==> src/rtl/isr_pkg.sv <==
package isr_pkg;
  localparam int unsigned ST_W      = 8;
  localparam int unsigned RCV_BIT   = 0;
  localparam int unsigned TXC_BIT   = 1;
  localparam int unsigned TXE_BIT   = 2;
  localparam int unsigned ALLOC_BIT = 3;
  localparam int unsigned OVRN_BIT  = 4;
  localparam logic [ST_W-1:0] ACK_CLEARABLE = 8'hD6;
  localparam logic [ST_W-1:0] STATUS_RST    = 8'h04;
endpackage

==> src/rtl/irq_status_core.sv <==
module irq_status_core
  import isr_pkg::*;
#(
  parameter int unsigned W        = ST_W,
  parameter logic [W-1:0] ACK_MSK = ACK_CLEARABLE,
  parameter logic [W-1:0] RST_VAL = STATUS_RST
) (
  input  logic         clk,
  input  logic         rst,
  input  logic         txq_empty,
  input  logic         donq_nonempty,
  input  logic         rx_evt,
  input  logic         alloc_evt,
  input  logic         alloc_clr,
  input  logic         ovrn_evt,
  input  logic         rx_pop,
  input  logic         rx_more,
  input  logic         ack_we,
  input  logic [W-1:0] ack_data,
  output logic [W-1:0] status_q,
  output logic [W-1:0] status_d
);
  logic [W-1:0] after_ack;
  logic [W-1:0] after_evt;

  // Ordering: acknowledge, receive pop, events, then forced queue levels.
  always_comb begin
    after_ack = status_q;
    if (ack_we) after_ack = status_q & ~(ack_data & ACK_MSK);
    after_evt = after_ack;
    if (rx_pop)    after_evt[RCV_BIT]   = rx_more;
    if (rx_evt)    after_evt[RCV_BIT]   = 1'b1;
    if (alloc_clr) after_evt[ALLOC_BIT] = 1'b0;
    if (alloc_evt) after_evt[ALLOC_BIT] = 1'b1;
    if (ovrn_evt)  after_evt[OVRN_BIT]  = 1'b1;
    status_d = after_evt;
    if (txq_empty)     status_d[TXE_BIT] = 1'b1;
    if (donq_nonempty) status_d[TXC_BIT] = 1'b1;
  end

  always_ff @(posedge clk) begin
    if (rst) status_q <= RST_VAL;
    else     status_q <= status_d;
  end

  assert_txe_forced_R2: assert property (@(posedge clk) disable iff (rst)
    ($past(txq_empty) && !$past(rst)) |-> status_q[TXE_BIT]);
  assert_txc_forced_R3: assert property (@(posedge clk) disable iff (rst)
    ($past(donq_nonempty) && !$past(rst)) |-> status_q[TXC_BIT]);
  assert_ovrn_set_R4: assert property (@(posedge clk) disable iff (rst)
    ($past(ovrn_evt) && !$past(rst)) |-> status_q[OVRN_BIT]);
  assert_ack_skips_rcv_R5: assert property (@(posedge clk) disable iff (rst)
    ($past(status_q[RCV_BIT]) && !$past(rx_pop) && !$past(rst)) |-> status_q[RCV_BIT]);
  assert_ack_clears_ovrn_R5: assert property (@(posedge clk) disable iff (rst)
    ($past(ack_we && ack_data[OVRN_BIT] && !ovrn_evt) && !$past(rst)) |-> !status_q[OVRN_BIT]);
  assert_pop_empties_R6: assert property (@(posedge clk) disable iff (rst)
    ($past(rx_pop && !rx_more && !rx_evt) && !$past(rst)) |-> !status_q[RCV_BIT]);
  assert_alloc_clr_R7: assert property (@(posedge clk) disable iff (rst)
    ($past(alloc_clr && !alloc_evt) && !$past(rst)) |-> !status_q[ALLOC_BIT]);
endmodule

==> src/rtl/irq_mask_gate.sv <==
module irq_mask_gate #(
  parameter int unsigned W = 8
) (
  input  logic         clk,
  input  logic         rst,
  input  logic         mask_we,
  input  logic [W-1:0] mask_data,
  input  logic [W-1:0] status_d,
  output logic [W-1:0] mask_q,
  output logic         irq_q
);
  logic [W-1:0] mask_d;

  always_comb mask_d = mask_we ? mask_data : mask_q;

  always_ff @(posedge clk) begin
    if (rst) begin
      mask_q <= '0;
      irq_q  <= 1'b0;
    end else begin
      mask_q <= mask_d;
      irq_q  <= |(status_d & mask_d);
    end
  end

  assert_mask_load_R8: assert property (@(posedge clk) disable iff (rst)
    ($past(mask_we) && !$past(rst)) |-> (mask_q == $past(mask_data)));
endmodule

==> src/rtl/irq_ack_pop.sv <==
module irq_ack_pop
  import isr_pkg::*;
#(
  parameter int unsigned W = ST_W
) (
  input  logic         clk,
  input  logic         rst,
  input  logic         ack_we,
  input  logic [W-1:0] ack_data,
  output logic         pop_q
);
  always_ff @(posedge clk) begin
    if (rst) pop_q <= 1'b0;
    else     pop_q <= ack_we & ack_data[TXC_BIT];
  end

  assert_pop_pulse_R9: assert property (@(posedge clk) disable iff (rst)
    (!$past(rst) && !$past(ack_we && ack_data[TXC_BIT])) |-> !pop_q);
endmodule

==> src/rtl/irq_status_unit.sv <==
module irq_status_unit
  import isr_pkg::*;
#(
  parameter int unsigned W = ST_W
) (
  input  logic         clk,
  input  logic         rst,
  input  logic         txq_empty,
  input  logic         donq_nonempty,
  input  logic         rx_evt,
  input  logic         alloc_evt,
  input  logic         alloc_clr,
  input  logic         ovrn_evt,
  input  logic         rx_pop,
  input  logic         rx_more,
  input  logic         ack_we,
  input  logic [W-1:0] ack_data,
  input  logic         mask_we,
  input  logic [W-1:0] mask_data,
  output logic [W-1:0] status,
  output logic [W-1:0] mask,
  output logic         irq,
  output logic         txdone_pop
);
  logic [W-1:0] status_next;

  irq_status_core #(.W(W)) u_core (
    .clk(clk), .rst(rst), .txq_empty(txq_empty), .donq_nonempty(donq_nonempty),
    .rx_evt(rx_evt), .alloc_evt(alloc_evt), .alloc_clr(alloc_clr),
    .ovrn_evt(ovrn_evt), .rx_pop(rx_pop), .rx_more(rx_more),
    .ack_we(ack_we), .ack_data(ack_data),
    .status_q(status), .status_d(status_next)
  );

  irq_mask_gate #(.W(W)) u_gate (
    .clk(clk), .rst(rst), .mask_we(mask_we), .mask_data(mask_data),
    .status_d(status_next), .mask_q(mask), .irq_q(irq)
  );

  irq_ack_pop #(.W(W)) u_pop (
    .clk(clk), .rst(rst), .ack_we(ack_we), .ack_data(ack_data), .pop_q(txdone_pop)
  );

  assert_irq_match_R8: assert property (@(posedge clk) disable iff (rst)
    irq == (|(status & mask)));
  assert_reset_state_R1: assert property (@(posedge clk)
    $past(rst) |-> (status == STATUS_RST && mask == '0 && !irq && !txdone_pop));
endmodule

==> config.mk <==
export PLATFORM = sky130hd
export DESIGN_NAME = irq_status_unit
export DESIGN_NICKNAME = d
export VERILOG_FILES = /design/src/rtl/isr_pkg.sv /design/src/rtl/irq_status_core.sv /design/src/rtl/irq_mask_gate.sv /design/src/rtl/irq_ack_pop.sv /design/src/rtl/irq_status_unit.sv
export SDC_FILE = /design/constraint.sdc
export NUM_CORES = 1
export LEC_CHECK = 0
export ABC_AREA = 1
export CORE_MARGIN = 5
export CORE_UTILIZATION = 50
export CTS_CLUSTER_SIZE = 8
export DETAILED_ROUTE_END_ITERATION = 6
export DONT_BUFFER_PORTS = 1
export PLACE_DENSITY = 0.62
export SETUP_SLACK_MARGIN = 0.3
export SYNTH_ARGS = -nofsm -noshare
export SYNTH_HDL_FRONTEND = slang
export SYNTH_SLANG_ARGS = --single-unit
==> constraint.sdc <==
create_clock -name clk -period 1.8 [get_ports clk]
set_input_delay 0.27 -clock clk [delete_from_list [all_inputs] [get_ports clk]]
set_output_delay 0.27 -clock clk [all_outputs]
set_load 0.05 [all_outputs]
==> metrics.csv, run 1 <==
stage,metric,value,unit
run_status,run status,finished clean,
placed_design,placed instance count,127,
sta,Worst Clk Skew,0.00419,ns
sta,Final Max Tran Viols,0,
sta,unrepaired setup endpoints after global routing,no,
grt,Global Route Usage Sum,14.0,%
sta,Slew @ Worst Pin,0.507,ns
sta,highest clock rate,833,MHz
floorplan,row count,13,
logic_synthesis,main combinational cell family by area after synthesis,simple AND/OR/NAND/NOR gates,
worst_setup_path,Worst Path Required,1.53,ns
logic_synthesis,"Seq/Total Area, Yosys",47.6,%
power_and_ir_drop,clock group share of total power,26.4,%
drt,1st-iter DRT viols,9,
floorplan,io pins,46,
logic_synthesis,average cell area after synthesis,7.00,um^2
clock_network,CTS Buf Count,3,
final_layout,Util after Layout,62.8,%
clock_network,Worst-Skew Late Latency,0.28,ns
drt,DRC,0,
clock_network,Root Buffer,clkbuf_4,
grt,largest net degree at the start of global routing,17,
floorplan,Starting Density,53.6,%
clock_network,clock-pin slew on the worst setup and hold paths,0.10,ns
power_and_ir_drop,peak supply drop,704,uV
drt,drt via density,4.96,
sta,setup TNS,0,ns
sta,Worst slew margin,66.1,%
worst_setup_path,R2R depth,7,
grt,gr busiest metal,met2,
clock_network,Max clock buf depth,2,
power_and_ir_drop,Leak,0.000450,uW
worst_setup_path,Critical Path AT,0.93,ns
worst_setup_path,critical path type,flop to output port,
worst_setup_path,CP startpoint kind,flop,
logic_synthesis,Synth Cell Area,714,um^2
grt,met2 usage,22.4,%
clock_network,htree depth,1,
logic_synthesis,count of state elements after synthesis,17,
sta,final setup fails,0,
logic_synthesis,syn nets,130,
final_layout,Ant. Diodes,0,
power_and_ir_drop,Gate power share,18.7,%
power_and_ir_drop,sequential power share,55.0,%
grt,Congestion Overflow GR,0,
drt,post-route antenna net violation count,0,
clock_network,Hold Buf Count CTS,0,
grt,GR Util met3,5.26,%
floorplan,core area,1330,um^2
grt,first-pass GRT wire length,2290,um
logic_synthesis,Yosys cell types,16,
power_and_ir_drop,switching fraction of total power,31.4,%
logic_synthesis,adder-cell share of the synthesized area,0,%
clock_network,CTS tree,built,
placed_design,detailed placer's ending HPWL,1220,um
floorplan,Die Ht,47.8,um
drt,routed len/inst,12.0,um
floorplan,Die Wd,47.8,um
job,max-cap check violation count,0,
final_layout,"most common cell after layout, fill and taps aside",nand2_1,
clock_network,setup bufs post-CTS,0,
power_and_ir_drop,PD cells,914,nW/um^2
clock_network,PostCTS Resize Cnt,0,
power_and_ir_drop,Int Pwr,525,uW
grt,vias in the first global route,570,
power_and_ir_drop,Psw,240,uW
drt,Routed WL,1570,um
final_layout,fin cells,131,
sta,fin crit share,66.7,%
floorplan,Die ar.,2280,um^2
logic_synthesis,Cells after Synth,102,
logic_synthesis,Post-Synth Simple-Gate Area,29.2,%
placed_design,Port Buffer Count,0,
logic_synthesis,Compound-Gate Fraction of Synth Area,11.4,%
final_layout,share of layout cells above drive strength 1,18.1,%
min_path,Hold Crit Depth,1,
logic_synthesis,XOR/XNOR share of the synthesized area,0,%
sta,Period minus WS final,1.20,ns
sta,Final Hold Viols,0,
worst_setup_path,cell depth of the worst setup path,0,
placed_design,Placer Congestion,0.741,
worst_setup_path,CP Capture Type,output port,
final_layout,final net count,145,
drt,1st-pass router iterations,4,
final_layout,Layout area overhead,17.2,%
grt,GRT met1 Usage,17.3,%
drt,Vias,650,
clock_network,clk sinks,17,
grt,initial antenna violation count,0,
logic_synthesis,mux cell area share after synthesis,0,%
logic_synthesis,Yosys warnings,0,
min_path,Worst Hold Class,input pin to flop,
worst_setup_path,maximum fanout along the worst path,2,
final_layout,"commonest cells after routing, fill and taps aside","nand2_1, dfxtp_1, buf_4",
## path summary, 6_finish.rpt
kind	start	end	slack (ns)
max	u_gate.mask_q[5]$_SDFFE_PP0P_	mask[5]	0.60
min	rst	u_core.status_q[0]$_SDFF_PP0_	0.04
max reg2reg	u_core.status_q[0]$_SDFF_PP0_	u_gate.irq_q$_SDFF_PP0_	0.78
min reg2reg	u_core.status_q[4]$_SDFF_PP0_	u_core.status_q[4]$_SDFF_PP0_	0.48
## routing by layer
layer | vias up | wire length, um
li1 | 338 | -
met4 | 0 | 10
met2 | 27 | 714
met3 | 2 | 189
met5 | - | 0
met1 | 283 | 660
## cells by family after synthesis
| logic type | count (synthesis) |
|---|---|
| simple gates | 53 |
| flops | 17 |
| buf+inv | 16 |
| compound gates | 15 |
| other cells | 1 |
## flip-flops by register name, summed over array words and instances (netlist names)
register         flops
u_core.status_q      7
u_gate.irq_q         1
u_gate.mask_q        8
u_pop.pop_q          1
## metrics by stage
step	area, um^2	power, uW	setup slack (ns)	hold slack (ns)
3_5_place_dp	811	573	0.794	0.343
6_report	837	765	0.600	0.0374
5_1_grt	837	794	0.571	0.0251
2_1_floorplan	714	550	0.604	0.389
4_1_cts	837	772	0.591	0.0320
3_3_place_gp	811	570	0.792	0.341
## area by class of cell
class | instances | area [um^2]
Tap cell | 15 | 18.8
Clock buffer | 4 | 26.3
Inverter | 12 | 52.6
Fill cell | 140 | 497
Timing Repair Buffer | 14 | 105
Sequential cell | 17 | 340
Multi-Input combinational cell | 69 | 294
## power groups by stage
stage | combinational (uW) | sequential (uW) | clock (uW)
CTS | 144 | 421 | 207
global route | 154 | 422 | 218
detailed placement | 144 | 429 | 0
global placement | 142 | 429 | 0
floorplan | 63.9 | 486 | 0
finish | 143 | 420 | 202
## synth_stat cells, drive strengths merged
cell | count | area [um^2]
nand2 | 44 | 173
dfxtp | 17 | 340
inv | 12 | 52.6
a21oi | 11 | 55.1
nor2 | 7 | 26.3
buf | 3 | 23.8
a21boi | 2 | 15.0
nand3 | 2 | 10.0
a31oi | 1 | 6.26
clkbuf | 1 | 3.75
conb | 1 | 3.75
o21ai | 1 | 5.00
Power figures use the tool's default switching activity.
==> run 2: changes to the inputs <==
- ABC_AREA: 1 -> 0
- CORE_AREA: default -> 5 5 42 44
- CORE_MARGIN: 5 -> default
- CORE_UTILIZATION: 50 -> default
- DIE_AREA: default -> 0 0 47 49
- clock period: 1.8 -> 1 ns (I/O delays scaled with it)
==> run 2 against run 1 <==
Against the previous run:
- the flow now finishes with violations (hold timing, setup timing)
- die area is 0.79% higher
- global-route usage is 0.054 points lower
- clock power is 71% higher
- register-to-register slack worse by 0.80 ns
- utilization is 15 points higher
- highest routed layer is now met3
==> metrics.csv, run 2 <==
stage,metric,value,unit,change
drt,1st-iter DRT viols,4,,-5
logic_synthesis,"Seq/Total Area, Yosys",53.4,%,+5.8 points
sta,unrepaired setup endpoints after global routing,yes,,
logic_synthesis,share of the synthesized area in the top cell type,53.4,%,+5.8 points
floorplan,row count,14,,+1
logic_synthesis,Synth Cell Area,637,um^2,-11%
drt,drt via density,5.18,,+4.4%
clock_network,htree depth,1,,unchanged
floorplan,Die Wd,47,um,-1.7%
grt,vias in the first global route,544,,-4.6%
job,max-cap check violation count,0,,unchanged
worst_setup_path,critical path type,flop to flop,,
sta,Final Hold Viols,15,,+15
drt,1st-pass router iterations,3,,-1
power_and_ir_drop,Gate power share,24.7,%,+6.0 points
final_layout,share of layout cells above drive strength 1,69.0,%,+51 points
final_layout,Ant. Diodes,0,,unchanged
logic_synthesis,Post-synth EDFFs,0,,unchanged
sta,final setup fails,1,,+1
power_and_ir_drop,Leak,0.000430,uW,-4.3%
placed_design,DP Worst Slack,-0.0282,ns,-0.822 ns
sta,PnR worst setup slack,-0.0228,ns,-0.623 ns
clock_network,clock-pin slew on the worst setup and hold paths,0.09,ns,about the same
logic_synthesis,syn nets,93,,-28%
run_status,failing checks,"hold timing, setup timing",,
final_layout,"Most flops, register",u_gate.mask_q,,
power_and_ir_drop,peak supply drop,1080,uV,+54%
drt,post-route antenna net violation count,0,,unchanged
worst_setup_path,CP startpoint kind,flop,,
logic_synthesis,count of state elements after synthesis,17,,unchanged
sta,Period minus WS final,1.02,ns,
logic_synthesis,Synth area leader,dfxtp_1,,
drt,routed len/inst,14.9,um,+24%
grt,GRT met1 Usage,16.5,%,-0.83 points
floorplan,Die Ht,49,um,+2.5%
logic_synthesis,"Primary FF master, synth",dfxtp_1,,
clock_network,Worst-Skew Late Latency,0.28,ns,about the same
final_layout,"commonest cells after routing, fill and taps aside","dfxtp_4, buf_8, nor2_1",,
logic_synthesis,Yosys warnings,0,,unchanged
final_layout,cell area after layout,1090,um^2,+30%
worst_setup_path,Worst Path Required,1.18,ns,-0.35 ns
final_layout,max FFs per register,8,,unchanged
power_and_ir_drop,switching fraction of total power,28.9,%,-2.5 points
grt,gr busiest metal,met2,,
grt,met2 usage,22.9,%,+0.42 points
logic_synthesis,Cells after Synth,65,,-36%
sta,Hold WS,-0.0877,ns,-0.125 ns
logic_synthesis,Synth area leaders,"dfxtp_1, mux2i_1, nor2_1, nor2b_1, nand2_1",,
sta,highest clock rate,978,MHz,
drt,Vias,518,,-20%
logic_synthesis,Yosys cell types,21,,+5
sta,Final Max Tran Viols,0,,unchanged
logic_synthesis,most frequent cells after synthesis,"dfxtp_1, nor2_1, nand2_1",,
grt,GR Util met3,4.06,%,-1.2 points
final_layout,final net count,113,,-22%
grt,Global Route Usage Sum,14.0,%,-0.054 points
floorplan,Die ar.,2300,um^2,+0.79%
placed_design,Port Buffer Count,0,,unchanged
floorplan,io pins,46,,unchanged
min_path,Worst Hold Class,input pin to flop,,
power_and_ir_drop,PD cells,1330,nW/um^2,+46%
final_layout,Layout area overhead,71.5,%,
floorplan,core area,1400,um^2,+5.1%
placed_design,Placer Congestion,0.668,,-9.8%
drt,DRC,0,,unchanged
worst_setup_path,Critical Path AT,1.20,ns,+0.27 ns
sta,fin crit share,102,%,
logic_synthesis,fraction of registers with async set/reset,0,%,unchanged
placed_design,placed instance count,93,,-27%
power_and_ir_drop,sequential power share,51.5,%,-3.5 points
final_layout,filler cell count in the final layout,93,,-34%
final_layout,fin cells,100,,-24%
clock_network,Hold Buf Count CTS,1,,+1
logic_synthesis,"count leader, synth",dfxtp_1,,
worst_setup_path,maximum fanout along the worst path,2,,unchanged
clock_network,clk sinks,17,,unchanged
power_and_ir_drop,clock group share of total power,23.8,%,-2.6 points
placed_design,DP Area,837,um^2,+3.2%
sta,Worst Clk Skew,0.00433,ns,+0.000137 ns
clock_network,CTS tree,built,,
floorplan,Starting Density,45.4,%,-8.1 points
grt,first-pass GRT wire length,2360,um,+3.0%
grt,largest net degree at the start of global routing,18,,+1
run_status,run status,finished with violations,,
grt,initial antenna violation count,0,,unchanged
grt,Congestion Overflow GR,0,,unchanged
power_and_ir_drop,Psw,421,uW,+75%
power_and_ir_drop,Int Pwr,1030,uW,+97%
worst_setup_path,CP Capture Type,flop,,
drt,Routed WL,1490,um,-5.3%
clock_network,Max clock buf depth,2,,unchanged
final_layout,biggest regs,"u_gate.mask_q x8, u_core.status_q x7",,
clock_network,CTS Buf Count,3,,unchanged
final_layout,"most common cell after layout, fill and taps aside",dfxtp_4,,
logic_synthesis,average cell area after synthesis,9.80,um^2,+40%
clock_network,Root Buffer,clkbuf_4,,
## run 2: cell count changes after synthesis, moves of 2 or more
| cell | before | now |
|---|---|---|
| nor2_1 | 7 | 11 |
| a21oi_1 | 11 | 3 |
| mux2i_1 | 0 | 5 |
| a21boi_0 | 2 | 0 |
| inv_1 | 11 | 0 |
| nand2_2 | 3 | 0 |
| nand2_1 | 41 | 7 |
| nor2b_1 | 0 | 5 |
| o22a_1 | 0 | 2 |
## run 2: through the flow
step	TNS (ns)	util, %	power, uW
global route	-0.0589	77.9	1530
detailed placement	-0.0282	59.7	1030
finish	-0.0228	77.9	1450
CTS	-0.0258	72.0	1440
global placement	-0.00753	59.7	1030
floorplan	-0.0443	-	983
## run 2: timing repair
action,CTS,global route
endpoints found under the hold margin,17,16
resized for setup,32,18
endpoints found under the setup margin,26,31
buffers inserted,2,0
cloned,0,0
pin swaps,0,2
## run 2: cell families after synthesis
family                 Yosys count  share of synthesized area (%)
buffers and inverters            3                           3.54
flip-flops                      17                           53.4
multiplexers                     8                           13.8
AND/OR/NAND/NOR                 27                           19.1
other                            1                          0.589
AO/OA/AOI/OAI                    9                           9.63
## run 2: final timing paths
kind / start / to / slack (ns) / cells past startpoint
setup / recovery: u_gate.mask_q[7]$_SDFF_PP0_ / u_gate.irq_q$_SDFF_PP0_ / -0.02 / 4
hold / removal: rst / u_core.status_q[7]$_SDFF_PP0_ / -0.09 / 1
setup reg to reg: u_gate.mask_q[7]$_SDFF_PP0_ / u_gate.irq_q$_SDFF_PP0_ / -0.02 / 4
hold reg to reg: u_core.status_q[4]$_SDFF_PP0_ / u_core.status_q[4]$_SDFF_PP0_ / 0.51 / 2
## run 2: critical path: stages (launching register included)
cell and delay [ns]:
dfxtp_4 0.36, mux2_4 0.28, nand3_2 0.07, and3_1 0.16, a31oi_1 0.06
## run 2: power groups by stage
| stage | clock network (uW) | registers [uW] | logic, uW |
|---|---|---|---|
| after floorplan | 0 | 870 | 113 |
| after global placement | 0 | 748 | 278 |
| after detailed placement | 0 | 751 | 281 |
| after CTS | 364 | 746 | 333 |
| after global routing | 402 | 756 | 376 |
| final | 346 | 749 | 359 |
## run 2: cell type report
| cell class | instances | area [um^2] | area share, % |
|---|---|---|---|
| Clock buffer | 4 | 26.3 | 2.41 |
| Sequential cell | 17 | 395 | 36.2 |
| Timing Repair Buffer | 18 | 251 | 23.0 |
| Multi-Input combinational cell | 45 | 399 | 36.5 |
| Tap cell | 16 | 20.0 | 1.83 |
## run 2: per-layer routing
layer	vias to the layer above	wire, um
met5	-	0
met4	0	0
met3	0	140
met2	20	826
met1	243	523
li1	255	-
==> run 3: changes to the inputs <==
- CELL_PAD_IN_SITES_DETAIL_PLACEMENT: default -> 1
- CELL_PAD_IN_SITES_GLOBAL_PLACEMENT: default -> 1
- CORE_AREA: 5 5 42 44 -> default
- CORE_MARGIN: default -> 5
- CORE_UTILIZATION: default -> 35
- DIE_AREA: 0 0 47 49 -> default
- PLACE_DENSITY: 0.62 -> 0.65
==> run 3 against run 2 <==
Against the previous run:
- the flow still finishes with violations (hold timing, setup timing)
- wire length increased by 19%
- register-to-register slack is essentially flat
- worst setup slack improved by 0.0057 ns
- critical path type unchanged
==> metrics.csv, run 3 (synthesis results as in run 2) <==
stage,metric,value,unit,change
final_layout,final net count,113,,unchanged
grt,first-pass GRT wire length,2600,um,+10%
grt,Global Route Usage Sum,13.4,%,-0.60 points
drt,1st-iter DRT viols,1,,-3
sta,Worst Clk Skew,0.00548,ns,+0.00116 ns
grt,vias in the first global route,578,,+6.3%
final_layout,biggest regs,"u_gate.mask_q x8, u_core.status_q x7",,
floorplan,core area,1730,um^2,+23%
sta,Final Max Tran Viols,0,,unchanged
run_status,run status,finished with violations,,
worst_setup_path,CP startpoint,u_gate.mask_q[3]$_SDFF_PP0_,,
drt,1st-pass router iterations,3,,unchanged
worst_setup_path,Worst Setup EP,u_gate.irq_q$_SDFF_PP0_,,
placed_design,DP Worst Slack,-0.0314,ns,-0.00322 ns
final_layout,Layout area overhead,67.8,%,
worst_setup_path,slowest CP cell,dfxtp_4,,
sta,Hold WS,-0.0996,ns,-0.0119 ns
final_layout,"Most flops, register",u_gate.mask_q,,
drt,Post-Route M1 WL,630,um,+20%
grt,largest net degree at the start of global routing,18,,unchanged
final_layout,fin cells,109,,+9.0%
final_layout,share of layout cells above drive strength 1,64.3,%,-4.8 points
worst_setup_path,RR Endpoint,u_gate.irq_q$_SDFF_PP0_,,
grt,Congestion Overflow GR,0,,unchanged
sta,fin crit share,102,%,-0.57 points
clock_network,Worst-Skew Late Latency,0.29,ns,about the same
power_and_ir_drop,PD cells,1370,nW/um^2,+2.8%
clock_network,CTS tree,built,,
placed_design,detailed placer's ending HPWL,1290,um,
clock_network,Max clock buf depth,2,,unchanged
clock_network,clk sinks,17,,unchanged
min_path,Worst Hold Class,input pin to flop,,
sta,highest clock rate,983,MHz,+0.56%
placed_design,placed instance count,102,,+9.7%
clock_network,htree depth,1,,unchanged
floorplan,Die Wd,52.7,um,+12%
clock_network,Root Buffer,clkbuf_4,,
clock_network,CTS Buf Count,3,,unchanged
run_status,failing checks,"hold timing, setup timing",,
worst_setup_path,critical path type,flop to flop,,
worst_setup_path,R2R depth,4,,unchanged
clock_network,Hold Buf Count CTS,1,,unchanged
grt,initial antenna violation count,0,,unchanged
sta,PnR worst setup slack,-0.0171,ns,+0.00568 ns
worst_setup_path,crit-path cells,"mux2_4, o21ai_2, and3_1, a31oi_1",,
placed_design,Placer Congestion,0.641,,-4.1%
drt,Routed WL,1780,um,+19%
power_and_ir_drop,peak supply drop,918,uV,-15%
worst_setup_path,reg2reg start,u_gate.mask_q[3]$_SDFF_PP0_,,
worst_setup_path,Max stage delay on crit path,0.36,ns,about the same
final_layout,Ant. Diodes,0,,unchanged
final_layout,max FFs per register,8,,unchanged
clock_network,clock-pin slew on the worst setup and hold paths,0.10,ns,about the same
min_path,Hold Crit Depth,1,,unchanged
drt,routed len/inst,16.3,um,+9.4%
drt,DR top layer,met4,,
final_layout,"commonest cells after routing, fill and taps aside","buf_8, dfxtp_4, nor2_1",,
placed_design,Port Buffer Count,0,,unchanged
drt,routed wl met3,149,um,+6.4%
floorplan,io pins,46,,unchanged
worst_setup_path,Critical Path AT,1.20,ns,about the same
drt,drt via density,4.91,,-5.2%
sta,Period minus WS final,1.02,ns,-0.00568 ns
worst_setup_path,crit path buf inv count,0,,unchanged
worst_setup_path,maximum fanout along the worst path,2,,unchanged
floorplan,row count,15,,+1
floorplan,Starting Density,36.9,%,-8.6 points
sta,final setup fails,1,,unchanged
worst_setup_path,CP Capture Type,flop,,
worst_setup_path,CP startpoint kind,flop,,
worst_setup_path,cell depth of the worst setup path,4,,unchanged
drt,Vias,535,,+3.3%
sta,Final Hold Viols,16,,+1
worst_setup_path,CP top delay family,flip-flops,,
drt,post-route antenna net violation count,0,,unchanged
sta,unrepaired setup endpoints after global routing,yes,,
drt,wire length on met2,970,um,+17%
power_and_ir_drop,Leak,0.000423,uW,-1.6%
worst_setup_path,R2R Setup Slk,-0.02,ns,about the same
floorplan,Die ar.,2770,um^2,+20%
job,max-cap check violation count,0,,unchanged
drt,DRC,0,,unchanged
worst_setup_path,Worst Path Required,1.19,ns,about the same
floorplan,Die Ht,52.7,um,+7.5%
## run 3: routing by layer
metal	global-route usage, %	up-vias
li1	-	255
met2	24.0	23
met5	0	-
met3	3.99	4
met4	6.38	0
met1	14.1	253
## run 3: metrics by stage
stage	instance area, um^2	TNS [ns]	hold WS (ns)	utilization, %	power (uW)
floorplan	727	-0.0443	0.212	-	983
global placement	848	-0.00870	0.214	49.1	1030
detailed placement	848	-0.0314	0.217	49.1	1030
CTS	1020	-0.0187	-0.0953	59.3	1450
global route	1070	-0.0756	-0.116	61.9	1540
finish	1070	-0.0171	-0.0996	61.9	1460
## run 3: area by class of cell
type / count / area (um^2)
well taps: 25 / 31.3
clock buffers: 4 / 26.3
repair buffers: 18 / 246
fillers: 185 / 658
multi-input cells: 45 / 369
flip-flops and latches: 17 / 395
## run 3: timing repair
action	in CTS	in global routing
buffers inserted	1	1
pin swaps	3	1
gates resized for setup	37	6
setup endpoints to repair	28	31
endpoints found under the hold margin	17	16
## run 3: how the worst min path moves through the flow
stage,start,end,slack [ns]
final,rst,u_gate.mask_q[7]$_SDFF_PP0_,-0.1
after global routing,rst,u_gate.mask_q[7]$_SDFF_PP0_,-0.12
after CTS,rst,u_core.status_q[0]$_SDFF_PP0_,-0.1
after detailed placement,rst,u_gate.mask_q[6]$_SDFF_PP0_,0.22
after global placement,rst,u_gate.mask_q[3]$_SDFF_PP0_,0.21
after floorplan,rst,u_gate.mask_q[3]$_SDFF_PP0_,0.21
## run 3: power breakdown
part	total (uW)	switching, uW	internal (uW)	leakage (uW)
Sequential	748	47.4	701	0.000149
Combinational	350	183	167	0.000259
Clock	364	209	155	0.0000150
Total	1460	440	1020	0.000423
